File: src/rtl/eas_pkg.sv
// Shared constants and types for the effective-address sequencer.
// Assumes an 8-bit byte and a two-byte data word.
package eas_pkg;
    localparam int BYTE_W = 8;
    localparam int DATA_W = 2 * BYTE_W;

    // Addressing-mode codes; 12..15 are reserved and illegal.
    typedef enum logic [3:0] {
        AM_AREG     = 4'd0,
        AM_AREG_D8  = 4'd1,
        AM_AREG_D16 = 4'd2,
        AM_SP_D4    = 4'd3,
        AM_SP_D8    = 4'd4,
        AM_SP_D16   = 4'd5,
        AM_IO8      = 4'd6,
        AM_ABS8     = 4'd7,
        AM_ABS12    = 4'd8,
        AM_ABS16    = 4'd9,
        AM_IMM_SX   = 4'd10,
        AM_IMM_ZX   = 4'd11
    } amode_e;

    // Sequencer states.
    typedef enum logic [2:0] {
        ST_IDLE,
        ST_XFER,
        ST_LO,
        ST_HI,
        ST_DONE
    } seq_st_e;
endpackage

File: src/rtl/eas_ea_calc.sv
// Combinational effective-address former and legality check.
// Assumes ADDR_W >= 16; the I/O base is fixed at build time.
module eas_ea_calc
    import eas_pkg::*;
#(
    parameter int                 ADDR_W  = 16,
    parameter logic [ADDR_W-1:0]  IO_BASE = 'hFC00
) (
    input  logic [3:0]        mode,
    input  logic [ADDR_W-1:0] field,
    input  logic [ADDR_W-1:0] areg,
    input  logic [ADDR_W-1:0] sp,
    input  logic              is_word,
    input  logic              is_write,
    input  logic              imm_src,
    output logic [ADDR_W-1:0] ea,
    output logic              illegal,
    output logic              imm_load,
    output logic [DATA_W-1:0] imm_val
);
    localparam int PAD4  = ADDR_W - 4;
    localparam int PAD8  = ADDR_W - 8;
    localparam int PAD12 = ADDR_W - 12;
    localparam int DPAD  = DATA_W - BYTE_W;

    logic [ADDR_W-1:0] d4_zx, d8_zx, d8_sx, a12_zx;
    logic              reserved, imm_mode, imm_store_ok;

    // Field extensions used by the address sums.
    assign d4_zx  = {{PAD4{1'b0}}, field[3:0]};
    assign d8_zx  = {{PAD8{1'b0}}, field[7:0]};
    assign d8_sx  = {{PAD8{field[7]}}, field[7:0]};
    assign a12_zx = {{PAD12{1'b0}}, field[11:0]};

    // Select the base and offset per mode; sums wrap at ADDR_W bits.
    always_comb begin
        case (mode)
            AM_AREG:     ea = areg;
            AM_AREG_D8:  ea = areg + d8_sx;
            AM_AREG_D16: ea = areg + field;
            AM_SP_D4:    ea = sp + d4_zx;
            AM_SP_D8:    ea = sp + d8_zx;
            AM_SP_D16:   ea = sp + field;
            AM_IO8:      ea = IO_BASE + d8_zx;
            AM_ABS8:     ea = d8_zx;
            AM_ABS12:    ea = a12_zx;
            AM_ABS16:    ea = field;
            default:     ea = '0;
        endcase
    end

    // Decide legality of the mode / source / size combination.
    always_comb begin
        reserved     = (mode > 4'(AM_IMM_ZX));
        imm_mode     = (mode == 4'(AM_IMM_SX)) || (mode == 4'(AM_IMM_ZX));
        imm_store_ok = (mode == 4'(AM_IO8))   || (mode == 4'(AM_ABS8)) ||
                       (mode == 4'(AM_ABS12)) || (mode == 4'(AM_ABS16));
        illegal      = reserved
                     | (imm_mode & (is_write | imm_src))
                     | (imm_src & (~is_write | is_word | ~imm_store_ok));
        imm_load     = imm_mode;
    end

    // Extend an 8-bit immediate for a register load.
    always_comb begin
        if (mode == 4'(AM_IMM_SX))
            imm_val = {{DPAD{field[7]}}, field[7:0]};
        else
            imm_val = {{DPAD{1'b0}}, field[7:0]};
    end
endmodule

File: src/rtl/eas_seq_ctrl.sv
// Bus sequencer: runs one aligned transfer or a split pair of byte
// transfers, assembles read data and counts the busy cycles.
// Assumes memory read data is valid in the same cycle as mem_req.
module eas_seq_ctrl
    import eas_pkg::*;
#(
    parameter int ADDR_W = 16,
    parameter int CNT_W  = 3
) (
    input  logic              clk,
    input  logic              rst_n,
    input  logic              req_valid,
    input  logic [ADDR_W-1:0] ea,
    input  logic              illegal,
    input  logic              imm_load,
    input  logic [DATA_W-1:0] imm_val,
    input  logic              is_word,
    input  logic              is_write,
    input  logic [DATA_W-1:0] wdata,
    output logic              done,
    output logic              err,
    output logic [CNT_W-1:0]  cycles,
    output logic [DATA_W-1:0] rd_data,
    output logic              mem_req,
    output logic              mem_we,
    output logic              mem_word,
    output logic [ADDR_W-1:0] mem_addr,
    output logic [DATA_W-1:0] mem_wdata,
    input  logic [DATA_W-1:0] mem_rdata
);
    localparam int DPAD = DATA_W - BYTE_W;

    seq_st_e           st;
    logic [ADDR_W-1:0] addr_q;
    logic [DATA_W-1:0] wd_q, rd_q;
    logic              we_q, word_q, err_q;
    logic [CNT_W-1:0]  cnt_q;

    // Step the state machine, capture requests and read data.
    always_ff @(posedge clk) begin
        if (!rst_n) begin
            st     <= ST_IDLE;
            addr_q <= '0;
            wd_q   <= '0;
            rd_q   <= '0;
            we_q   <= 1'b0;
            word_q <= 1'b0;
            err_q  <= 1'b0;
            cnt_q  <= '0;
        end else begin
            case (st)
                ST_IDLE: begin
                    if (req_valid) begin
                        addr_q <= ea;
                        wd_q   <= wdata;
                        we_q   <= is_write;
                        word_q <= is_word;
                        err_q  <= illegal;
                        cnt_q  <= CNT_W'(1);
                        rd_q   <= (imm_load && !illegal) ? imm_val : '0;
                        if (illegal || imm_load)
                            st <= ST_DONE;
                        else if (is_word && ea[0])
                            st <= ST_LO;
                        else
                            st <= ST_XFER;
                    end
                end
                ST_XFER: begin
                    cnt_q <= cnt_q + 1'b1;
                    if (!we_q)
                        rd_q <= word_q ? mem_rdata
                                       : {{DPAD{1'b0}}, mem_rdata[BYTE_W-1:0]};
                    st <= ST_DONE;
                end
                ST_LO: begin
                    cnt_q <= cnt_q + 1'b1;
                    if (!we_q)
                        rd_q[BYTE_W-1:0] <= mem_rdata[BYTE_W-1:0];
                    st <= ST_HI;
                end
                ST_HI: begin
                    cnt_q <= cnt_q + 1'b1;
                    if (!we_q)
                        rd_q[DATA_W-1:BYTE_W] <= mem_rdata[BYTE_W-1:0];
                    st <= ST_DONE;
                end
                default: st <= ST_IDLE;
            endcase
        end
    end

    // Drive the bus from the current state.
    always_comb begin
        mem_req   = (st == ST_XFER) || (st == ST_LO) || (st == ST_HI);
        mem_we    = mem_req && we_q;
        mem_word  = (st == ST_XFER) && word_q;
        mem_addr  = (st == ST_HI) ? addr_q + 1'b1 : addr_q;
        case (st)
            ST_XFER: mem_wdata = word_q ? wd_q : {{DPAD{1'b0}}, wd_q[BYTE_W-1:0]};
            ST_LO:   mem_wdata = {{DPAD{1'b0}}, wd_q[BYTE_W-1:0]};
            ST_HI:   mem_wdata = {{DPAD{1'b0}}, wd_q[DATA_W-1:BYTE_W]};
            default: mem_wdata = '0;
        endcase
    end

    // Completion outputs.
    assign done    = (st == ST_DONE);
    assign err     = done && err_q;
    assign cycles  = cnt_q;
    assign rd_data = rd_q;
endmodule

File: src/rtl/addr_access_seq.sv
// Top of the effective-address and access sequencer: forms the address
// for the requested mode and hands it to the bus sequencer.
// Assumes requests are held stable in the cycle req_valid is high.
module addr_access_seq
    import eas_pkg::*;
#(
    parameter int                ADDR_W  = 16,
    parameter int                CNT_W   = 3,
    parameter logic [ADDR_W-1:0] IO_BASE = 'hFC00
) (
    input  logic              clk,
    input  logic              rst_n,
    input  logic              req_valid,
    input  logic [3:0]        req_mode,
    input  logic [ADDR_W-1:0] req_field,
    input  logic [ADDR_W-1:0] areg_val,
    input  logic [ADDR_W-1:0] sp_val,
    input  logic              req_word,
    input  logic              req_write,
    input  logic              req_imm,
    input  logic [15:0]       req_wdata,
    output logic              done,
    output logic              err,
    output logic [CNT_W-1:0]  cycles,
    output logic [15:0]       rd_data,
    output logic              mem_req,
    output logic              mem_we,
    output logic              mem_word,
    output logic [ADDR_W-1:0] mem_addr,
    output logic [15:0]       mem_wdata,
    input  logic [15:0]       mem_rdata
);
    logic [ADDR_W-1:0] ea;
    logic              illegal, imm_load;
    logic [DATA_W-1:0] imm_val;

    eas_ea_calc #(.ADDR_W(ADDR_W), .IO_BASE(IO_BASE)) u_ea (
        .mode     (req_mode),
        .field    (req_field),
        .areg     (areg_val),
        .sp       (sp_val),
        .is_word  (req_word),
        .is_write (req_write),
        .imm_src  (req_imm),
        .ea       (ea),
        .illegal  (illegal),
        .imm_load (imm_load),
        .imm_val  (imm_val)
    );

    eas_seq_ctrl #(.ADDR_W(ADDR_W), .CNT_W(CNT_W)) u_seq (
        .clk       (clk),
        .rst_n     (rst_n),
        .req_valid (req_valid),
        .ea        (ea),
        .illegal   (illegal),
        .imm_load  (imm_load),
        .imm_val   (imm_val),
        .is_word   (req_word),
        .is_write  (req_write),
        .wdata     (req_wdata),
        .done      (done),
        .err       (err),
        .cycles    (cycles),
        .rd_data   (rd_data),
        .mem_req   (mem_req),
        .mem_we    (mem_we),
        .mem_word  (mem_word),
        .mem_addr  (mem_addr),
        .mem_wdata (mem_wdata),
        .mem_rdata (mem_rdata)
    );
endmodule

File: config.mk
export PLATFORM = sky130hd
export DESIGN_NAME = addr_access_seq
export DESIGN_NICKNAME = d
export VERILOG_FILES = /design/src/rtl/eas_pkg.sv /design/src/rtl/eas_ea_calc.sv /design/src/rtl/eas_seq_ctrl.sv /design/src/rtl/addr_access_seq.sv
export SDC_FILE = /design/constraint.sdc
export NUM_CORES = 1
export LEC_CHECK = 0
export ABC_AREA = 0
export ABC_CLOCK_PERIOD_IN_PS = 4200
export BUFFER_PORTS_ARGS = -buffer_cell sky130_fd_sc_hd__buf_2
export CAP_MARGIN = 10
export CORE_MARGIN = 4
export CORE_UTILIZATION = 55
export DETAILED_ROUTE_END_ITERATION = 16
export GPL_ROUTABILITY_DRIVEN = 0
export MAX_ROUTING_LAYER = met4
export PLACE_DENSITY = 0.79
export SKIP_CTS_REPAIR_TIMING = 1
export SYNTH_ARGS = -nofsm -noshare
export SYNTH_HDL_FRONTEND = slang
export SYNTH_SLANG_ARGS = --single-unit
File: constraint.sdc
create_clock -name clk -period 4.2 [get_ports clk]
set_clock_uncertainty 0.1 [all_clocks]
set_input_delay 0.84 -clock clk [delete_from_list [all_inputs] [get_ports clk]]
set_output_delay 0.84 -clock clk [all_outputs]
set_load 0.005 [all_outputs]
======== Word level (Yosys, flattened, before mapping) ========
Index checks and enable logic that the tools add are counted.
cells by class
  equal/unequal tests ..................... 19
  muxes and demuxes ....................... 18
  order comparisons ....................... 1
  $add $sub $neg .......................... 8
  bitwise operators ....................... 9
  reductions and logical operators ........ 24
operator list
  cell                                                             number
  16-bit case mux with 10 select lines                             1
  16-bit two-way mux                                               7
  16-bit adder                                                     3
  16-bit case mux with 3 select lines                              1
  8-bit case mux with 3 select lines                               2
  16-bit by 1-bit adder with 16-bit output, second input constant  1
  16-bit by 4-bit adder with 16-bit output                         1
  16-bit by 8-bit adder with 16-bit output                         1
  4-bit by 3-bit == test with 1-bit output, second input constant  4
  4-bit == test, second input constant                             4
  11-bit by 9-bit adder with 12-bit output, first input constant   1
  3-bit two-way mux                                                3
  3-bit case mux with 3 select lines                               1
  4-bit by 2-bit == test with 1-bit output, second input constant  2
  8-bit two-way mux                                                1
  2-bit inequality test, second input constant                     4
  4-bit AND reduction                                              2
  1-bit logical OR                                                 7
  3-bit by 2-bit == test with 1-bit output, second input constant  2
  3-bit case mux with 2 select lines                               1
  3-bit nonzero test                                               2
  1-bit logical AND                                                5
  1-bit OR                                                         5
  4-bit by 1-bit == test with 1-bit output, second input constant  1
  14 further kinds                                                 17
word-level totals
  input port bits ......................... 90
  register bits after elaboration ......... 57
  logic and storage cells ................. 88

======== Depth between registers and ports, before layout ========
  depth after elaboration ................. 13
  mapped depth ............................ 14

======== Modules after synthesis ========
A second synthesis with hierarchy kept.
second synthesis, totals
  cells, all modules ...................... 774
  area total of the unflattened synthesis .. 6033.3 µm²
modules (own cells, without submodules)
  module        area each (µm²)  cells each  instances
  eas_seq_ctrl  3140.5           393         1
  eas_ea_calc   2892.8           381         1

======== Worst setup path before layout ========
Ideal clock, no wire load.
  kind .................................... input to register
  start ................................... input port req_mode[1]
  end ..................................... register u_seq.addr_q[15]
  library setup time ...................... 0.133 ns
  arrival ................................. 3.437 ns
  required time ........................... 3.967 ns
  buffers on the path ..................... 3
  cell stages on the path ................. 12
  path slack .............................. 0.530 ns
  path through ............................ nor4bb_1 -> buf_2 -> buf_2 -> mux2_2 -> ha_1 -> clkbuf_1 -> a21oi_1 -> o21ai_0 -> a31o_2 -> or3_1 -> a32oi_1 -> a211oi_2
on the way
  longest elaborated chain between the ends .. 2
  elaborated cells between the ends (all ways) .. 11
  classes of those cells .................. eq/ne (9); mux (1); reduce/logical (1)
RTL lines
  item                                    RTL line               RTL
  from (decl)                             addr_access_seq.sv:14  input logic [3:0] req_mode,
  4-bit == test (tied with other cells)   eas_ea_calc.sv:37      case (mode)
  16-bit case mux with 10 select lines *  eas_ea_calc.sv:37
  to (signal assigned)                    eas_seq_ctrl.sv:43     addr_q <= '0;
  to (signal assigned)                    eas_seq_ctrl.sv:54     addr_q <= ea;
  to (decl)                               eas_seq_ctrl.sv:34     logic [ADDR_W-1:0] addr_q;
Every way passes the cells marked *; elsewhere a longest branch is shown, timed or not.
A chain may end at the register's enable or synchronous reset.

======== Final worst setup path ========
  start ................................... input port req_mode[2]
  end ..................................... register u_seq.addr_q[15]
Same word-level chain as after synthesis.

==> results.md <==
- Crit-path max FO: 14
- HPWL after DPL: 15800 microns
- Drt first pass iters: 6
- Final hold viol count: 0
- Die Area: between 0.01 and 0.015 sq mm
- Fmax: ~0.27 GHz
- Synthesized Nets: around 900
- Syn Area/Cell: 7.60 sq um
- Distinct cells, synth: 72
- Vias in the first global route: 6555
- RSZ-0062 raised after global routing: false
- Max-slew violations: 0
- Largest net degree at the start of global routing: 26
- Detailed Route WL: roughly 20000 microns
- Minimum clock period: between 3 and 4 ns
- Reg-to-reg critical path startpoint: u_seq.st[1]
- Post-DR wirelength/cell: between 15 and 20 microns
- Clock slew at reported path FFs: 0.08 ns
- Number of H-tree levels: 3
- Reg-to-reg slack, setup: ~1.6 ns
- Async set-reset flop share out of synthesis: 0
- CP max-delay cell: or3_1
- Worst skew pair latency: about 0.34 ns
- All-Layer GR Usage: 0.323
- Largest stage delay, worst path: between 0.3 and 0.4 ns
- Root Buffer: clkbuf_8
- # IOs: ~150
- Vias: slightly below 7000
- I/O Buffers: 145
- Worst-case clock buffer depth: 2
- Hold Worst Slack: 0.363 ns
- CP delay by family, top: compound AO/OA/AOI/OAI gates
- Flops & latches, synth: 57
- Synth warn: 0
- Post-synth EDFFs: 0
- Fillers: 925
- Hold Crit Class: reg2reg
- Slew HR: 0.380
- CP Cell Sequence: buf_2, nor4bb_4, buf_4, mux2_2, ha_1, a21oi_1, o21ai_0, a31o_2, or3_1, a32oi_1, a211oi_2
- ANT nets after route: 0
- Reg2reg end: u_seq.addr_q[11]
- Worst setup SP type: primary input
- DRC Markers: 0
- Initial antenna violation count: 0
- Share of layout cells above drive strength 1: 0.243
- Buf/Inv on CP: 2
- Via/cell ratio: around 6.6
- R2r worst-path depth: 6
- Status: finished clean
- Setup crit start: req_mode[2]
- Tcrit/Tclk final: 0.869
- Synthesis-to-layout area growth: 17.4%
- Pwr Total: around 0.0019 W
- CTS tree: yes
- Global-route wire length before repair: between 30000 and 40000 microns
- Total CTS buffers: 9
- Final nets: 1034
- Initial drt markers: approximately 780
- Mapped Area: ~0.006 sq mm
- Sinks on the clock net: 57
- WP data arrival: about 3.8 ns
- Final setup vio count: 0
- Seq/Total Area, Yosys: 0.194
- Die width: about 110 microns
- Area of the core: between 0.01 and 0.015 sq mm
- Die height: 111 microns
- Leakage: between 3 and 4 nW
- VDD IR max: between 0.15 and 0.2 mV
- GRT overflow: 0
- Setup TNS: 0 ns
- Critical Path Sink Type: register
- Initial Util: 0.568
- Worst slew pin tran: roughly 0.93 ns
- Crit path depth: 11
- Ys flop type: dfxtp_1
- # rows: 37
- WS Path Type: in2reg
- Cell count after synthesis: 775
- Worst EP required: roughly 4.3 ns
- Pwr per Cell Area: between 200 and 300 mW/mm^2
- Max-Cap Viols: 0
- Critical Path End: u_seq.addr_q[15]
- Ant. Diodes: 0
[metal layers]
metal,GRT usage,vias to the layer above,wire [microns]
met5,-,-,0
met4,0.175,0,1090
met1,0.396,3188,7940
met2,0.510,432,9170
li1,-,3132,-
met3,0.0489,102,1790
[kinds of logic after synthesis]
family          share of synthesized area
mux                                0.0546
fa+ha+maj                           0.102
compound gates                      0.311
xor+xnor                           0.0655
buf+inv                            0.0451
flops                               0.194
simple gates                        0.228
[how the worst min path moves through the flow]
| stage | start | endpoint | slack [ns] | depth (start not counted) |
|---|---|---|---|---|
| 2_1_floorplan | u_seq.word_q | u_seq.word_q | 0.33 | 2 |
| 6_report | u_seq.word_q | u_seq.word_q | 0.36 | 2 |
| 4_1_cts | u_seq.word_q | u_seq.word_q | 0.36 | 2 |
| 3_5_place_dp | u_seq.word_q | u_seq.word_q | 0.35 | 2 |
| 5_1_grt | u_seq.word_q | u_seq.word_q | 0.39 | 2 |
| 3_3_place_gp | u_seq.word_q | u_seq.word_q | 0.34 | 2 |
[layout make-up]
class | count | area [sq um] | area share
multi-input combinational | 662 | 4500 | 0.651
sequential | 57 | 1140 | 0.165
timing repair buffer | 155 | 801 | 0.116
tap | 136 | 170 | 0.0246
clock inverter | 7 | 125 | 0.0181
clock buffer | 9 | 124 | 0.0179
inverter | 13 | 48.8 | 0.00706
[cells in the final DEF, fill, tap and decap left out, types with 4 or more instances in the layout]
cell	Yosys	routed
nand3b_1	8	8
nor3b_1	4	4
a21oi_2	5	5
and3_1	13	13
o21bai_1	4	4
mux2_2	25	25
mux2i_1	4	4
inv_1	13	13
buf_4	4	10
nor2_1	49	49
o211ai_1	15	15
dfxtp_1	57	57
nand4_1	13	13
and2_1	21	21
nand2_1	101	101
a211oi_1	14	14
clkbuf_8	0	9
a21oi_1	75	75
xor2_1	21	21
a21o_1	14	14
a31oi_1	4	4
nand2b_1	8	8
nor2b_1	6	6
a22oi_1	38	38
ha_1	43	43
o211a_1	4	4
a221oi_1	5	5
o21a_1	9	9
or3_1	6	6
nor3_1	17	16
nand3_1	15	15
xnor2_1	23	23
o21ai_0	45	45
buf_2	15	145
[metrics by stage]
step	util	cells	cell area [sq um]	setup WS (ns)
3_5_place_dp	0.642	1023	6660	0.256
2_1_floorplan	-	775	5890	0.530
6_report	0.666	1039	6910	0.552
4_1_cts	0.666	1039	6910	0.618
5_1_grt	0.666	1039	6910	0.367
3_3_place_gp	0.642	1023	6660	0.351
[registers in the layout (all words and copies together), names as in the netlist]
signal and flops:
u_seq.rd_data 16, u_seq.we_q 1, u_seq.st 3, u_seq.word_q 1
u_seq.wd_q 16, u_seq.addr_q 16, u_seq.cycles 3, u_seq.err_q 1
[synthesized netlist by cell type (4+ instances only)]
library cell,number,area share
nand3_1,15,0.013
o21ai_0,45,0.038
nand2b_1,8,0.0085
mux2_2,25,0.048
ha_1,43,0.091
o21a_1,9,0.011
mux2i_1,4,0.0068
nand2_1,101,0.064
nand4_1,13,0.014
and3_1,13,0.014
a21oi_2,5,0.0074
a221oi_1,5,0.0074
o21bai_1,4,0.0051
nor3_1,17,0.014
a22oi_1,38,0.048
nor2_1,49,0.031
a31oi_1,4,0.0043
a21o_1,14,0.018
nor2b_1,6,0.0064
xor2_1,21,0.031
xnor2_1,23,0.034
a211oi_1,14,0.018
o211ai_1,15,0.019
nor3b_1,4,0.0051
o211a_1,4,0.0068
nand3b_1,8,0.010
inv_1,13,0.0083
clkbuf_1,20,0.013
buf_4,4,0.0051
buf_2,15,0.013
and2_1,21,0.022
dfxtp_1,57,0.19
a21oi_1,75,0.064
or3_1,6,0.0064
[power by group]
| part | switching [W] | total, W | internal, W | leakage, nW |
|---|---|---|---|---|
| combinational | 0.000376 | 0.000636 | 0.000259 | 2.43 |
| sequential | 0.0000337 | 0.000611 | 0.000578 | 0.467 |
| clock | 0.000256 | 0.000656 | 0.000400 | 0.124 |
[worst register-to-register path, delay by kind of cell, from the launching register on]
kind | cells | cell delay (ns)
DFF | 1 | 0.50
and+or+nand+nor | 4 | 1.61
AOI/OAI and AO/OA | 2 | 0.28
Power figures use the tool's default switching activity.
